`src/rtl/playctl_pkg.sv`:
```
package playctl_pkg;

  typedef enum logic [1:0] {
    PC_IDLE   = 2'd0,
    PC_INIT   = 2'd1,
    PC_DECODE = 2'd2
  } pc_state_e;

  typedef struct packed {
    logic play;
    logic mute;
  } pc_cfg_t;

  // Output clocks run when either bit is set.
  function automatic logic pc_clk_run(pc_cfg_t c);
    return c.play | c.mute;
  endfunction

  // The decoding engine runs only with PLAY set.
  function automatic logic pc_decoding(pc_cfg_t c);
    return c.play;
  endfunction

  // Decoded samples pass only for PLAY=1, MUTE=0.
  function automatic logic pc_silence(pc_cfg_t c);
    return !(c.play && !c.mute);
  endfunction

endpackage

```
`src/rtl/playctl_seq.sv`:
```
module playctl_seq
  import playctl_pkg::*;
(
  input  logic      clk,
  input  logic      rst_n,
  input  logic      soft_rst,
  input  logic      run_cmd,
  input  logic      first_samples,
  input  logic      play_bit,
  input  logic      mute_bit,
  output pc_state_e state,
  output pc_cfg_t   cfg,
  output logic      enter_init,
  output logic      enter_decode
);

  pc_state_e state_nx;
  pc_cfg_t   cfg_nx;

  assign enter_init   = !soft_rst && (state == PC_IDLE) && run_cmd;
  assign enter_decode = !soft_rst && (state == PC_INIT) && first_samples;

  always_comb begin
    state_nx = state;
    cfg_nx   = cfg;
    if (soft_rst) begin
      state_nx = PC_IDLE;
      cfg_nx   = '0;
    end else begin
      unique case (state)
        PC_IDLE: if (run_cmd) state_nx = PC_INIT;
        PC_INIT: if (first_samples) begin
          state_nx = PC_DECODE;
          cfg_nx   = '{play: play_bit, mute: mute_bit};
        end
        PC_DECODE: cfg_nx = '{play: play_bit, mute: mute_bit};
        default: state_nx = PC_IDLE;
      endcase
    end
  end

  always_ff @(posedge clk or negedge rst_n) begin
    if (!rst_n) begin
      state <= PC_IDLE;
      cfg   <= '0;
    end else begin
      state <= state_nx;
      cfg   <= cfg_nx;
    end
  end

endmodule

```
`src/rtl/playctl_outmap.sv`:
```
module playctl_outmap
  import playctl_pkg::*;
(
  input  pc_state_e state,
  input  pc_cfg_t   cfg,
  output logic      oclk_en,
  output logic      dec_en,
  output logic      pcm_zero
);

  logic in_decode;
  assign in_decode = (state == PC_DECODE);

  always_comb begin
    if (in_decode) begin
      oclk_en  = pc_clk_run(cfg);
      dec_en   = pc_decoding(cfg);
      pcm_zero = pc_silence(cfg);
    end else begin
      oclk_en  = 1'b0;
      dec_en   = 1'b0;
      pcm_zero = 1'b1;
    end
  end

endmodule

```
`src/rtl/playctl_reqgen.sv`:
```
module playctl_reqgen #(
  parameter int LVL_W     = 8,
  parameter int LOW_MARK  = 64,
  parameter int HIGH_MARK = 192
) (
  input  logic             clk,
  input  logic             rst_n,
  input  logic [LVL_W-1:0] buf_level,
  input  logic             req_pol,
  output logic             req_active,
  output logic             data_req
);

  localparam logic [LVL_W-1:0] LO_L = LVL_W'(LOW_MARK);
  localparam logic [LVL_W-1:0] HI_L = LVL_W'(HIGH_MARK);

  function automatic logic hyst_next(logic cur, logic [LVL_W-1:0] lvl);
    if (lvl < LO_L)      return 1'b1;
    else if (lvl > HI_L) return 1'b0;
    else                 return cur;
  endfunction

  always_ff @(posedge clk or negedge rst_n) begin
    if (!rst_n) req_active <= 1'b0;
    else        req_active <= hyst_next(req_active, buf_level);
  end

  assign data_req = req_pol ? req_active : !req_active;

endmodule

```
`src/rtl/playctl_top.sv`:
```
module playctl_top
  import playctl_pkg::*;
#(
  parameter int LVL_W     = 8,
  parameter int LOW_MARK  = 64,
  parameter int HIGH_MARK = 192
) (
  input  logic             clk,
  input  logic             rst_n,
  input  logic             soft_rst,
  input  logic             run_cmd,
  input  logic             first_samples,
  input  logic             play_bit,
  input  logic             mute_bit,
  input  logic [LVL_W-1:0] buf_level,
  input  logic             req_pol,
  output logic [1:0]       state_o,
  output logic             oclk_en,
  output logic             dec_en,
  output logic             pcm_zero,
  output logic             data_req
);

  pc_state_e state;
  pc_cfg_t   cfg;
  logic      enter_init;
  logic      enter_decode;
  logic      req_active;

  playctl_seq seq_i (
    .clk(clk), .rst_n(rst_n), .soft_rst(soft_rst), .run_cmd(run_cmd),
    .first_samples(first_samples), .play_bit(play_bit), .mute_bit(mute_bit),
    .state(state), .cfg(cfg), .enter_init(enter_init), .enter_decode(enter_decode)
  );

  playctl_outmap map_i (
    .state(state), .cfg(cfg),
    .oclk_en(oclk_en), .dec_en(dec_en), .pcm_zero(pcm_zero)
  );

  playctl_reqgen #(.LVL_W(LVL_W), .LOW_MARK(LOW_MARK), .HIGH_MARK(HIGH_MARK)) req_i (
    .clk(clk), .rst_n(rst_n), .buf_level(buf_level), .req_pol(req_pol),
    .req_active(req_active), .data_req(data_req)
  );

  assign state_o = state;

endmodule

```
`config.mk`:
```
export PLATFORM = sky130hd
export DESIGN_NAME = playctl_top
export DESIGN_NICKNAME = d
export VERILOG_FILES = /design/src/rtl/playctl_pkg.sv /design/src/rtl/playctl_seq.sv /design/src/rtl/playctl_outmap.sv /design/src/rtl/playctl_reqgen.sv /design/src/rtl/playctl_top.sv
export SDC_FILE = /design/constraint.sdc
export NUM_CORES = 1
export LEC_CHECK = 0
export ABC_CLOCK_PERIOD_IN_PS = 900
export BUFFER_PORTS_ARGS = -buffer_cell sky130_fd_sc_hd__buf_2
export CORE_AREA = 2 2 39 41
export DETAILED_ROUTE_END_ITERATION = 10
export DIE_AREA = 0 0 41 43
export GPL_TIMING_DRIVEN = 0
export HOLD_SLACK_MARGIN = 0.03
export PLACE_DENSITY = 0.51
export SLEW_MARGIN = 5
export SYNTH_ARGS = -nofsm -noshare
export SYNTH_HDL_FRONTEND = slang
export SYNTH_SLANG_ARGS = --single-unit
export TNS_END_PERCENT = 1
```
`constraint.sdc`:
```
create_clock -name clk -period 0.9 [get_ports clk]
set_input_delay 0.09 -clock clk [delete_from_list [all_inputs] [get_ports clk]]
set_output_delay 0.09 -clock clk [all_outputs]
set_load 0.02 [all_outputs]
```
# After elaboration in Yosys (flattened, before gate mapping)
# Index checks and enable logic that the tools add are counted.
# W data, S select, Z words.
[totals]
ff_bits = 5
latchBits = 0
ramBits = 0
rom_bits = 0
inputBits = 16
output_inout_bits = 6
elab_cells = 34
n_memories = 0
[op_classes]
addsub = 0
mul = 0
n_div = 0
order_cmp = 2
eq_ne = 5
shift = 0
muxes = 13
bitwise = 1
n_reduce_logical = 9
[ops]
columns = ["op", "n"]
rows = [
  ["$mux W2", 5],
  ["$gt A8 B8 Y1 const B", 1],
  ["$lt A8 B7 Y1 const B", 1],
  ["$mux W1", 6],
  ["$ne A3 B3 Y1 const B", 2],
  ["$pmux W2 S3", 1],
  ["$pmux W2 S2", 1],
  ["$logic_not A1 Y1", 3],
  ["$reduce_and A3 Y1", 1],
  ["$reduce_bool A3 Y1", 1],
  ["$eq A2 B1 Y1 const B", 1],
  ["$eq A2 B2 Y1 const B", 1],
  ["$logic_not A2 Y1", 1],
  ["$ne A2 B2 Y1 const B", 1],
  ["$reduce_and A2 Y1", 1],
  ["$reduce_bool A2 Y1", 1],
  ["$logic_and A1 B1 Y1", 1],
  ["$or A1 B1 Y1", 1],
]

# Logic depth before layout (Yosys ltp)
# Gate-level depths: netlist (run 1).
[logic_depth]
ltp_word = 4
mapped_depth = 3
ltp_nobuf = 3

# Modules after synthesis
# Synthesis (run 1) repeated with hierarchy kept, for this count alone.
[unflattened]
cells_unflattened = 30
hier_area_um2 = 321.6
[by_module_without_submodules]
columns = ["mod", "n_inst", "cells_each", "area_per_inst_um2", "seq_area_each_um2"]
rows = [
  ["playctl_seq", 1, 19, 216.5, 100.1],
  ["playctl_reqgen", 1, 7, 75.1, 25.0],
  ["playctl_outmap", 1, 4, 30.0, 0.0],
]

# Least setup slack after synthesis (run 1)
# Ideal clock, no wire load.
[synth_timing]
path_type = "reg2out"
startpoint = "register seq_i.state[1]"
endpoint = "output pcm_zero"
arrival_ns = 1.134
required_ns = 0.810
path_slack_ns = -0.324
path_stages_with_launch = 4
n_path_buf = 0
path_cell_list = "dfrtp_1 > nor2b_2 > and2_1 > nand2b_1"
[synth_via]
elab_chain_cells = 2
[synth_rtl]
columns = ["element", "line", "source"]
rows = [
  ["start: declaration", "playctl_seq.sv:11", "output pc_state_e state,"],
  ["start signal: assignment", "playctl_seq.sv:47", "state <= state_nx;"],
  ["$eq A2 B2 Y1", "playctl_outmap.sv:12", "assign in_decode = (state == PC_DECODE);"],
  ["$mux W1", "playctl_outmap.sv:15", "if (in_decode) begin"],
  ["end: declaration", "playctl_top.sv:20", "output logic pcm_zero,"],
]
# No other way between the ends.

# Final worst setup path (run 1)
[layout_timing]
startpoint = "register seq_i.state[0]"
endpoint = "output pcm_zero"
# The elaborated chain is that of the path after synthesis.

==> results.txt, run 1 <==
Status - finished with violations
Failing checks - negative setup slack
Initial DRC Count - 0
Met1 usage - 10.5%
Synth Instances - 27
CP endpoint kind - primary output
WL/cell - 8.25 um
Critical path arrival - 1.10 ns
GR met3 Demand/Resource - 4.71%
Router iterations before antenna repair - 1
Cell row count - 14
Synth Warn # - 0
Worst Hold Class - in2reg
Number of routed nets with antenna violations - 0
IO buf count - 21
Die area - 0.00176 mm^2
Worst setup path class - reg2out
# clock sinks - 5
Final Hold Fails - 0
Slew Limit Headroom - 85.3%
Static Leakage - 0.263 nW
Total vias in the final route - 303
Fmax - 838 MHz
Synth Register Bits - 5
Post-synthesis cell type count - 16
Vert. Die Dim - 43 um
H-tree levels - 1
Worst-Margin Slew - 0.218 ns
Total Power - 0.000679 W
Ant. Diodes - 0
Hold depth - 2
XOR/XNOR Fraction of Synth Area - 3.18%
First-pass GRT wire length - 952 um
Worst-path clk slew - 0.04 ns
Clock root cell - clkbuf_4
Layout cell share with drive strength beyond 1 - 60.7%
Total Nets Final - 73
Area delta synth->final - 86.4%
CTS tree - done
Slew Viols, Final - 0
Type of origin of the critical path - flop
Crit path time final - 1.19 ns
Sequential fraction of the synthesis area - 45.5%
Setup WS post-layout - -0.293 ns
Multiplexer share of the synthesized area - 10.9%
Gpl congestion - 0.603
Die W - 41 um
Post-Synth Adder-Cell Area - 0%
Vias in the first global route - 261
Pwr/cell area - 1320 mW/mm^2
GR Util met2 - 10.9%
Ports - 22
Max_cap viols - 0
Overflow after GRT - 0
Placeable Area - 0.00138 mm^2
RSZ-0062 raised after global routing - true
Critical-path maximum fanout - 3
Crit path required time - 0.81 ns
Syn_area_per_cell - 10.2 um^2
Total Wirelength - 594 um
Setup violators final - 9
Gr busiest metal - met2
Starting density of the core - 19.9%
Post-Route Skew - 0.000209 ns
Complex-gate fraction of the synthesized area - 11.8%
Peak supply drop - 0.000645 V
Syn_nets - 43
R2R depth - 4
Post-synthesis simple-gate area fraction - 27.3%
Pre-CTS setup slack - -0.141 ns
DRC viols - 0
DR vias/cell - 4.21
Clk Latency, worst-skew pair - 0.23 ns
GRT Total Usage - 8.27%
Largest family of logic cells by synthesized area - simple AND/OR/NAND/NOR gates
CTS max path bufs - 2
Largest net degree at the start of global routing - 7
Initial antenna violation count - 0
Cts bufs inserted - 3
Crit share post-route - 133%
Post-Syn Area - 275 um^2
## area by class of cell
class / count / area (um^2)
Fill cell: 139 / 871
Sequential cell: 5 / 128
Multi-Input combinational cell: 21 / 176
Timing Repair Buffer: 25 / 159
Clock buffer: 4 / 26.3
Tap cell: 16 / 20.0
Inverter: 1 / 3.75
## layout by cell type, fill, tap and decap left out, drive strengths merged
| master | instances |
|---|---|
| nor2 | 2 |
| dfrtp | 5 |
| and2 | 1 |
| mux2i | 3 |
| buf | 24 |
| nor4 | 1 |
| nor3 | 1 |
| nand2b | 5 |
| o21a | 1 |
| dlygate4sd3 | 1 |
| o21ba | 1 |
| nand2 | 1 |
| nor2b | 2 |
| a21oi | 1 |
| a31oi | 1 |
| clkbuf | 4 |
| inv | 1 |
| xnor2 | 1 |
## cell families (layout without fill, tap and decap cells)
kind of cell	Yosys count	count (layout)
AO/OA/AOI/OAI	4	4
XOR/XNOR	1	1
buffers and inverters	1	30
AND/OR/NAND/NOR	13	13
multiplexers	3	3
flip-flops	5	5
## stage by stage
| stage | setup TNS (ns) | hold WS [ns] | cells | utilization (%) | instance area [um^2] |
|---|---|---|---|---|---|
| 2_1_floorplan | -0.511 | -0.206 | 27 | - | 308 |
| 3_3_place_gp | -0.553 | -0.0887 | 64 | 31.3 | 433 |
| 3_5_place_dp | -0.561 | -0.0872 | 64 | 31.3 | 433 |
| 4_1_cts | -1.79 | 0.0324 | 72 | 37.1 | 513 |
| 5_1_grt | -2.18 | 0.0346 | 72 | 37.1 | 513 |
| 6_report | -1.67 | 0.0397 | 72 | 37.1 | 513 |
## registers in the layout, indices dropped and copies added, names as in the netlist
signal            flops
seq_i.state           2
seq_i.cfg             2
req_i.req_active      1
## power by group
part	switching [W]	leakage, nW	internal, W
combinational	0.0000720	0.185	0.0000957
clock	0.0000875	0.0150	0.000167
sequential	0.0000128	0.0631	0.000243
## repair_timing
action / CTS / global route
gates resized for setup: 7 / 0
setup endpoints to repair: 9 / 10
hold endpoints to repair: 5 / 0
hold buffers: 1 / 0
setup buffers: 3 / 0
## worst paths after layout
check                                           startpoint                      endpoint  slack [ns]
worst min-delay path                          buf_level[7]  req_i.req_active$_DFFE_PN0P_        0.04
max in group asynchronous                            rst_n    seq_i.state[0]$_DFFE_PN0P_        0.56
worst min register to register  seq_i.state[1]$_DFFE_PN0P_    seq_i.state[0]$_DFFE_PN0P_        0.56
worst max-delay path            seq_i.state[0]$_DFFE_PN0P_                      pcm_zero       -0.29
worst max register to register  seq_i.state[0]$_DFFE_PN0P_      seq_i.cfg[0]$_DFFE_PN0P_       -0.23
min in group asynchronous                            rst_n      seq_i.cfg[0]$_DFFE_PN0P_        0.20
## Yosys cell counts
cell type	number	area share [%]
and2_1	1	2.3
nand2_1	1	1.4
nor4_1	1	2.3
a21oi_2	1	3.2
nor2b_2	1	3.2
mux2i_1	3	11
a31oi_1	1	2.3
xnor2_1	1	3.2
nand2b_1	5	11
nor2_1	2	2.7
o21a_1	1	2.7
nor3_1	1	1.8
nor2b_1	1	2.3
dfrtp_1	5	45
inv_1	1	1.4
o21ba_1	1	3.6
## layer usage
metal	wire length, um	part of all wire, %
met1	264	44
met2	269	45
met3	61	10
met4	0	0
met5	0	0
## critical path: stages (launching register included)
cell,delay [ns]
dfrtp_2,0.41
nor2b_4,0.13
and2_4,0.16
nand2b_4,0.05
buf_6,0.12
(Power assumes the default switching activity.)
==> run 2, diff against run 1 <==
--- a/config.mk
+++ b/config.mk
@@ -12,8 +12,6 @@
 export DIE_AREA = 0 0 41 43
 export GPL_TIMING_DRIVEN = 0
 export HOLD_SLACK_MARGIN = 0.03
-export PLACE_DENSITY = 0.51
-export SLEW_MARGIN = 5
 export SYNTH_ARGS = -nofsm -noshare
 export SYNTH_HDL_FRONTEND = slang
 export SYNTH_SLANG_ARGS = --single-unit
==> results.txt, run 2 (synthesized netlist as in run 1, its figures left out) <==
Cell row count - 14 (unchanged)
Critical path arrival - 1.15 ns (was 1.10 ns)
Overflow after GRT - 0 (unchanged)
Worst Hold Class - in2reg (unchanged)
Ant. Diodes - 0 (unchanged)
Sw Ratio - 26.3% (was 25.4%)
Slew Viols, Final - 0 (unchanged)
Worst path max stage delay - 0.42 ns (was 0.41 ns)
Critical path cell sequence - nor2b_4 -> and2_4 -> nand2b_4 -> buf_6 (unchanged)
Die area - 0.00176 mm^2 (unchanged)
Total Nets Final - 72 (was 73)
# clock sinks - 5 (unchanged)
Fmax - 804 MHz (was 838 MHz)
Largest registers - seq_i.cfg x2, seq_i.state x2, req_i.req_active x1 (unchanged)
Commonest cells after routing, fill and taps aside - buf_2, nand2b_1, buf_6 (was buf_2, nand2b_1, buf_4)
Critical-path maximum fanout - 3 (unchanged)
Placed cells - 64 (unchanged)
Hold path start - buf_level[7] (unchanged)
Starting density of the core - 19.9% (unchanged)
Worst-path clk slew - 0.04 ns (about the same)
DRC viols - 0 (unchanged)
Hold slack - 0.0305 ns (was 0.0397 ns)
Fillers - 152 (was 139)
Most common cell after layout, fill and taps aside - buf_2 (unchanged)
CP Buf/Inv Count - 1 (unchanged)
Slew Limit Headroom - 85.2% (was 85.3%)
CTS max path bufs - 2 (unchanged)
Setup violators final - 9 (unchanged)
Crit path required time - 0.81 ns (about the same)
Worst-Margin Slew - 0.221 ns (was 0.218 ns)
Status - finished with violations (unchanged)
Crit path time final - 1.24 ns (was 1.19 ns)
Crit share post-route - 138% (was 133%)
Clk Latency, worst-skew pair - 0.24 ns (was 0.23 ns)
Post-Route Skew - 0.000880 ns (was 0.000209 ns)
Total Wirelength - 630 um (was 594 um)
DR vias/cell - 4.03 (was 4.21)
Largest net degree at the start of global routing - 7 (unchanged)
Area delta synth->final - 85.0% (was 86.4%)
CP endpoint kind - primary output (unchanged)
Clock Power Share - 38.4% (was 37.5%)
H-tree levels - 1 (unchanged)
IO buf count - 21 (unchanged)
Router iterations before antenna repair - 3 (was 1)
Peak supply drop - 0.000548 V (was 0.000645 V)
Fin area - 509 um^2 (was 513 um^2)
Cts bufs inserted - 3 (unchanged)
Initial DRC Count - 1 (was 0)
Clock root cell - clkbuf_4 (unchanged)
Final Hold Fails - 0 (unchanged)
Critical path's top delay family - flip-flops (unchanged)
Area after DPL - 433 um^2 (unchanged)
Static Leakage - 0.258 nW (was 0.263 nW)
Vias in the first global route - 261 (unchanged)
Sequential share of power - 37.4% (was 37.7%)
Placeable Area - 0.00138 mm^2 (unchanged)
Gate power share - 24.2% (was 24.7%)
Pwr/cell area - 1350 mW/mm^2 (was 1320 mW/mm^2)
Max_cap viols - 0 (unchanged)
RSZ-0062 raised after global routing - true (unchanged)
Ports - 22 (unchanged)
CP max stage cell - dfrtp_2 (unchanged)
Gpl congestion - 0.631 (was 0.603)
GRT Total Usage - 9.39% (was 8.27%)
First-pass GRT wire length - 1080 um (was 952 um)
Initial antenna violation count - 0 (unchanged)
Worst setup path class - reg2out (unchanged)
Finished Layout Cells - 71 (was 72)
Failing checks - negative setup slack (unchanged)
CTS tree - done (unchanged)
Type of origin of the critical path - flop (unchanged)
Vert. Die Dim - 43 um (unchanged)
Setup WS post-layout - -0.345 ns (was -0.293 ns)
P_sw - 0.000181 W (was 0.000172 W)
P_int - 0.000506 W (about the same)
WL/cell - 8.87 um (was 8.25 um)
Layout cell share with drive strength beyond 1 - 60.0% (was 60.7%)
Beginning of the worst register-to-register path - seq_i.state[0]$_DFFE_PN0P_ (unchanged)
Number of routed nets with antenna violations - 0 (unchanged)
Die W - 41 um (unchanged)
Total Power - 0.000687 W (was 0.000679 W)
Total vias in the final route - 286 (was 303)
Critical Path Source - seq_i.state[0]$_DFFE_PN0P_ (unchanged)
## run 2: cell types whose count changed in the layout (fill, tap and decap cells not counted)
| cell | delta |
|---|---|
| buf_4 | -2 |
| buf_6 | +1 |
## run 2: final cells by class
cell class | count | area, um^2 | area share [%]
Sequential cell | 5 | 128 | 25.1
Clock buffer | 4 | 26.3 | 5.16
Inverter | 1 | 3.75 | 0.737
Timing Repair Buffer | 24 | 155 | 30.5
Multi-Input combinational cell | 21 | 176 | 34.6
Tap cell | 16 | 20.0 | 3.93
## run 2: what timing repair did
action	CTS	global route
endpoints found under the hold margin	5	0
pin swaps	1	1
setup endpoints to repair	9	10
resized for setup	7	1
hold buffers	1	0
buffers inserted	2	0
## run 2: final timing paths
kind	endpoint	slack [ns]	cells past startpoint
max in group asynchronous	seq_i.state[1]$_DFFE_PN0P_	0.55	2
min in group asynchronous	req_i.req_active$_DFFE_PN0P_	0.21	2
min reg2reg	seq_i.state[0]$_DFFE_PN0P_	0.55	2
min	req_i.req_active$_DFFE_PN0P_	0.03	2
max reg2reg	seq_i.cfg[0]$_DFFE_PN0P_	-0.21	4
max	pcm_zero	-0.34	4
## run 2: metrics by stage
stage	setup TNS [ns]	worst slack, ns	util [%]
final	-1.82	-0.345	36.8
after global routing	-2.24	-0.390	36.8
after CTS	-1.86	-0.353	36.6
after detailed placement	-0.494	-0.136	31.3
after global placement	-0.457	-0.126	31.3
after floorplan	-0.511	-0.123	-
## run 2: power by group through the flow
stage	clock network, W	registers, W	logic [W]
global route	0.000281	0.000259	0.000182
finish	0.000264	0.000257	0.000166
CTS	0.000269	0.000256	0.000163
detailed placement	0	0.000264	0.000140
floorplan	0	0.000269	0.0000726
global placement	0	0.000263	0.000138
## run 2: per-layer routing
layer | vias up | part of all wire [%] | GRT usage, %
li1 | 148 | - | -
met1 | 125 | 41 | 10.5
met2 | 11 | 50 | 13.4
met3 | 2 | 6.3 | 3.14
met4 | 0 | 2.5 | 8.00
met5 | - | 0 | 0
==> run 3, diff against run 2 <==
--- a/config.mk
+++ b/config.mk
@@ -5,13 +5,14 @@
 export SDC_FILE = /design/constraint.sdc
 export NUM_CORES = 1
 export LEC_CHECK = 0
-export ABC_CLOCK_PERIOD_IN_PS = 900
+export ABC_CLOCK_PERIOD_IN_PS = 1500
 export BUFFER_PORTS_ARGS = -buffer_cell sky130_fd_sc_hd__buf_2
 export CORE_AREA = 2 2 39 41
 export DETAILED_ROUTE_END_ITERATION = 10
 export DIE_AREA = 0 0 41 43
 export GPL_TIMING_DRIVEN = 0
 export HOLD_SLACK_MARGIN = 0.03
+export REMOVE_ABC_BUFFERS = 1
 export SYNTH_ARGS = -nofsm -noshare
 export SYNTH_HDL_FRONTEND = slang
 export SYNTH_SLANG_ARGS = --single-unit
==> constraint.sdc (replaced) <==
create_clock -name clk -period 1.5 [get_ports clk]
set_input_delay 0.15 -clock clk [delete_from_list [all_inputs] [get_ports clk]]
set_output_delay 0.15 -clock clk [all_outputs]
set_load 0.02 [all_outputs]
==> results.txt, run 3 (synthesized netlist as in run 1, its figures left out) <==
Status - finished, final reports clean (was finished with violations)
Layout cell share with drive strength beyond 1 - 49.1% (was 60.0%)
Final Hold Fails - 0 (unchanged)
Clock root cell - clkbuf_4 (unchanged)
GRT Total Usage - 8.47% (was 9.39%)
End-of-flow core utilization - 31.6% (was 36.8%)
Gpl congestion - 0.655 (was 0.631)
Crit share post-route - 88.4%
Area delta synth->final - 58.6% (was 85.0%)
Largest registers - seq_i.cfg x2, seq_i.state x2, req_i.req_active x1 (unchanged)
IO buf count - 21 (unchanged)
Total vias in the final route - 284 (was 286)
CP endpoint kind - primary output (unchanged)
Cell row count - 14 (unchanged)
Total Nets Final - 70 (was 72)
Post-DP HPWL - 499 um
Slew Viols, Final - 0 (unchanged)
Max_cap viols - 0 (unchanged)
Post-CTS Setup Bufs - 0 (was 2)
Overflow after GRT - 0 (unchanged)
Static Leakage - 0.236 nW (was 0.258 nW)
Worst-path clk slew - 0.04 ns (about the same)
Setup violators final - 0 (was 9)
Fmax - 754 MHz
Initial antenna violation count - 0 (unchanged)
Worst Hold Class - in2reg (unchanged)
Largest net degree at the start of global routing - 7 (unchanged)
# clock sinks - 5 (unchanged)
Peak supply drop - 0.000472 V (was 0.000548 V)
CTS tree - done (unchanged)
Most common cell after layout, fill and taps aside - buf_2 (unchanged)
Total Wirelength - 569 um (was 630 um)
H-tree levels - 1 (unchanged)
Initial DRC Count - 3 (was 1)
Die area - 0.00176 mm^2 (unchanged)
Cts bufs inserted - 3 (unchanged)
Crit path time final - 1.33 ns
Placeable Area - 0.00138 mm^2 (unchanged)
DRC viols - 0 (unchanged)
Worst-Margin Slew - 0.243 ns (was 0.221 ns)
Critical-path maximum fanout - 4 (was 3)
Slew Limit Headroom - 83.7% (was 85.2%)
Router iterations before antenna repair - 2 (was 3)
Die W - 41 um (unchanged)
Worst setup path class - reg2out (unchanged)
Clk Latency, worst-skew pair - 0.24 ns (about the same)
Commonest cells after routing, fill and taps aside - buf_2, nand2b_1, dfrtp_1, mux2i_1, clkbuf_4 (was buf_2, nand2b_1, buf_6)
WL/cell - 8.25 um (was 8.87 um)
Crit path required time - 1.35 ns (was 0.81 ns)
Ant. Diodes - 0 (unchanged)
Ports - 22 (unchanged)
Post-Route Skew - 0.00215 ns (was 0.000880 ns)
Vert. Die Dim - 43 um (unchanged)
Number of routed nets with antenna violations - 0 (unchanged)
Type of origin of the critical path - flop (unchanged)
RSZ-0062 raised after global routing - false (was true)
Starting density of the core - 19.9% (unchanged)
Vias in the first global route - 259 (was 261)
CTS max path bufs - 2 (unchanged)
First-pass GRT wire length - 938 um (was 1080 um)
Critical path arrival - 1.18 ns (was 1.15 ns)
Fin Setup TNS - 0 ns (was -1.82 ns)
Pwr/cell area - 885 mW/mm^2 (was 1350 mW/mm^2)
DR vias/cell - 4.12 (was 4.03)
-- run 3: cell count changes in the layout (fill, tap and decap cells not counted), sizes merged --
cell,before,now
buf,23,21
-- run 3: area by class of cell --
class / count / area (um^2)
Clock buffer: 4 / 26.3
Fill cell: 149 / 947
Inverter: 1 / 3.75
Multi-Input combinational cell: 21 / 146
Sequential cell: 5 / 125
Tap cell: 16 / 20.0
Timing Repair Buffer: 22 / 115
-- run 3: worst max-delay path: stages, from the launching register on --
cell,delay [ns]
dfrtp_1,0.39
nor2b_2,0.18
and2_1,0.16
nand2b_1,0.06
buf_2,0.15
-- run 3: layer usage --
metal,vias to the layer above,wire length [um],GRT usage (%)
li1,143,-,-
met4,0,0,2.00
met5,-,0,0
met1,118,225,7.82
met3,0,100,7.85
met2,23,242,13.1
-- run 3: path summary, 6_finish.rpt --
| kind | start | end | slack (ns) | depth (start not counted) |
|---|---|---|---|---|
| min reg2reg | seq_i.state[1]$_DFFE_PN0P_ | seq_i.state[0]$_DFFE_PN0P_ | 0.47 | 1 |
| min in group asynchronous | rst_n | seq_i.state[1]$_DFFE_PN0P_ | 0.26 | 2 |
| max | seq_i.state[1]$_DFFE_PN0P_ | pcm_zero | 0.17 | 4 |
| max in group asynchronous | rst_n | seq_i.cfg[1]$_DFFE_PN0P_ | 1.11 | 2 |
| max reg2reg | seq_i.state[0]$_DFFE_PN0P_ | seq_i.cfg[0]$_DFFE_PN0P_ | 0.44 | 3 |
| min | buf_level[7] | req_i.req_active$_DFFE_PN0P_ | 0.1 | 2 |
-- run 3: timing repair --
item / CTS / global route
resized for setup: 0 / 0
hold endpoints to repair: 5 / 0
hold buffers: 1 / 0
-- run 3: per-stage QoR --
step | worst slack [ns] | area [um^2] | hold WS, ns | std cells | power (W)
after floorplan | 0.216 | 275 | -0.146 | 27 | 0.000195
after global placement | 0.432 | 400 | -0.0288 | 64 | 0.000231
after detailed placement | 0.421 | 400 | -0.0306 | 64 | 0.000232
after CTS | 0.157 | 437 | 0.0956 | 69 | 0.000395
after global routing | 0.0764 | 437 | 0.0879 | 69 | 0.000418
final | 0.174 | 437 | 0.0978 | 69 | 0.000387
-- run 3: where the power goes --
group          switching [W]  internal (W)
sequential        0.00000790      0.000145
combinational      0.0000365     0.0000411
clock              0.0000552      0.000101
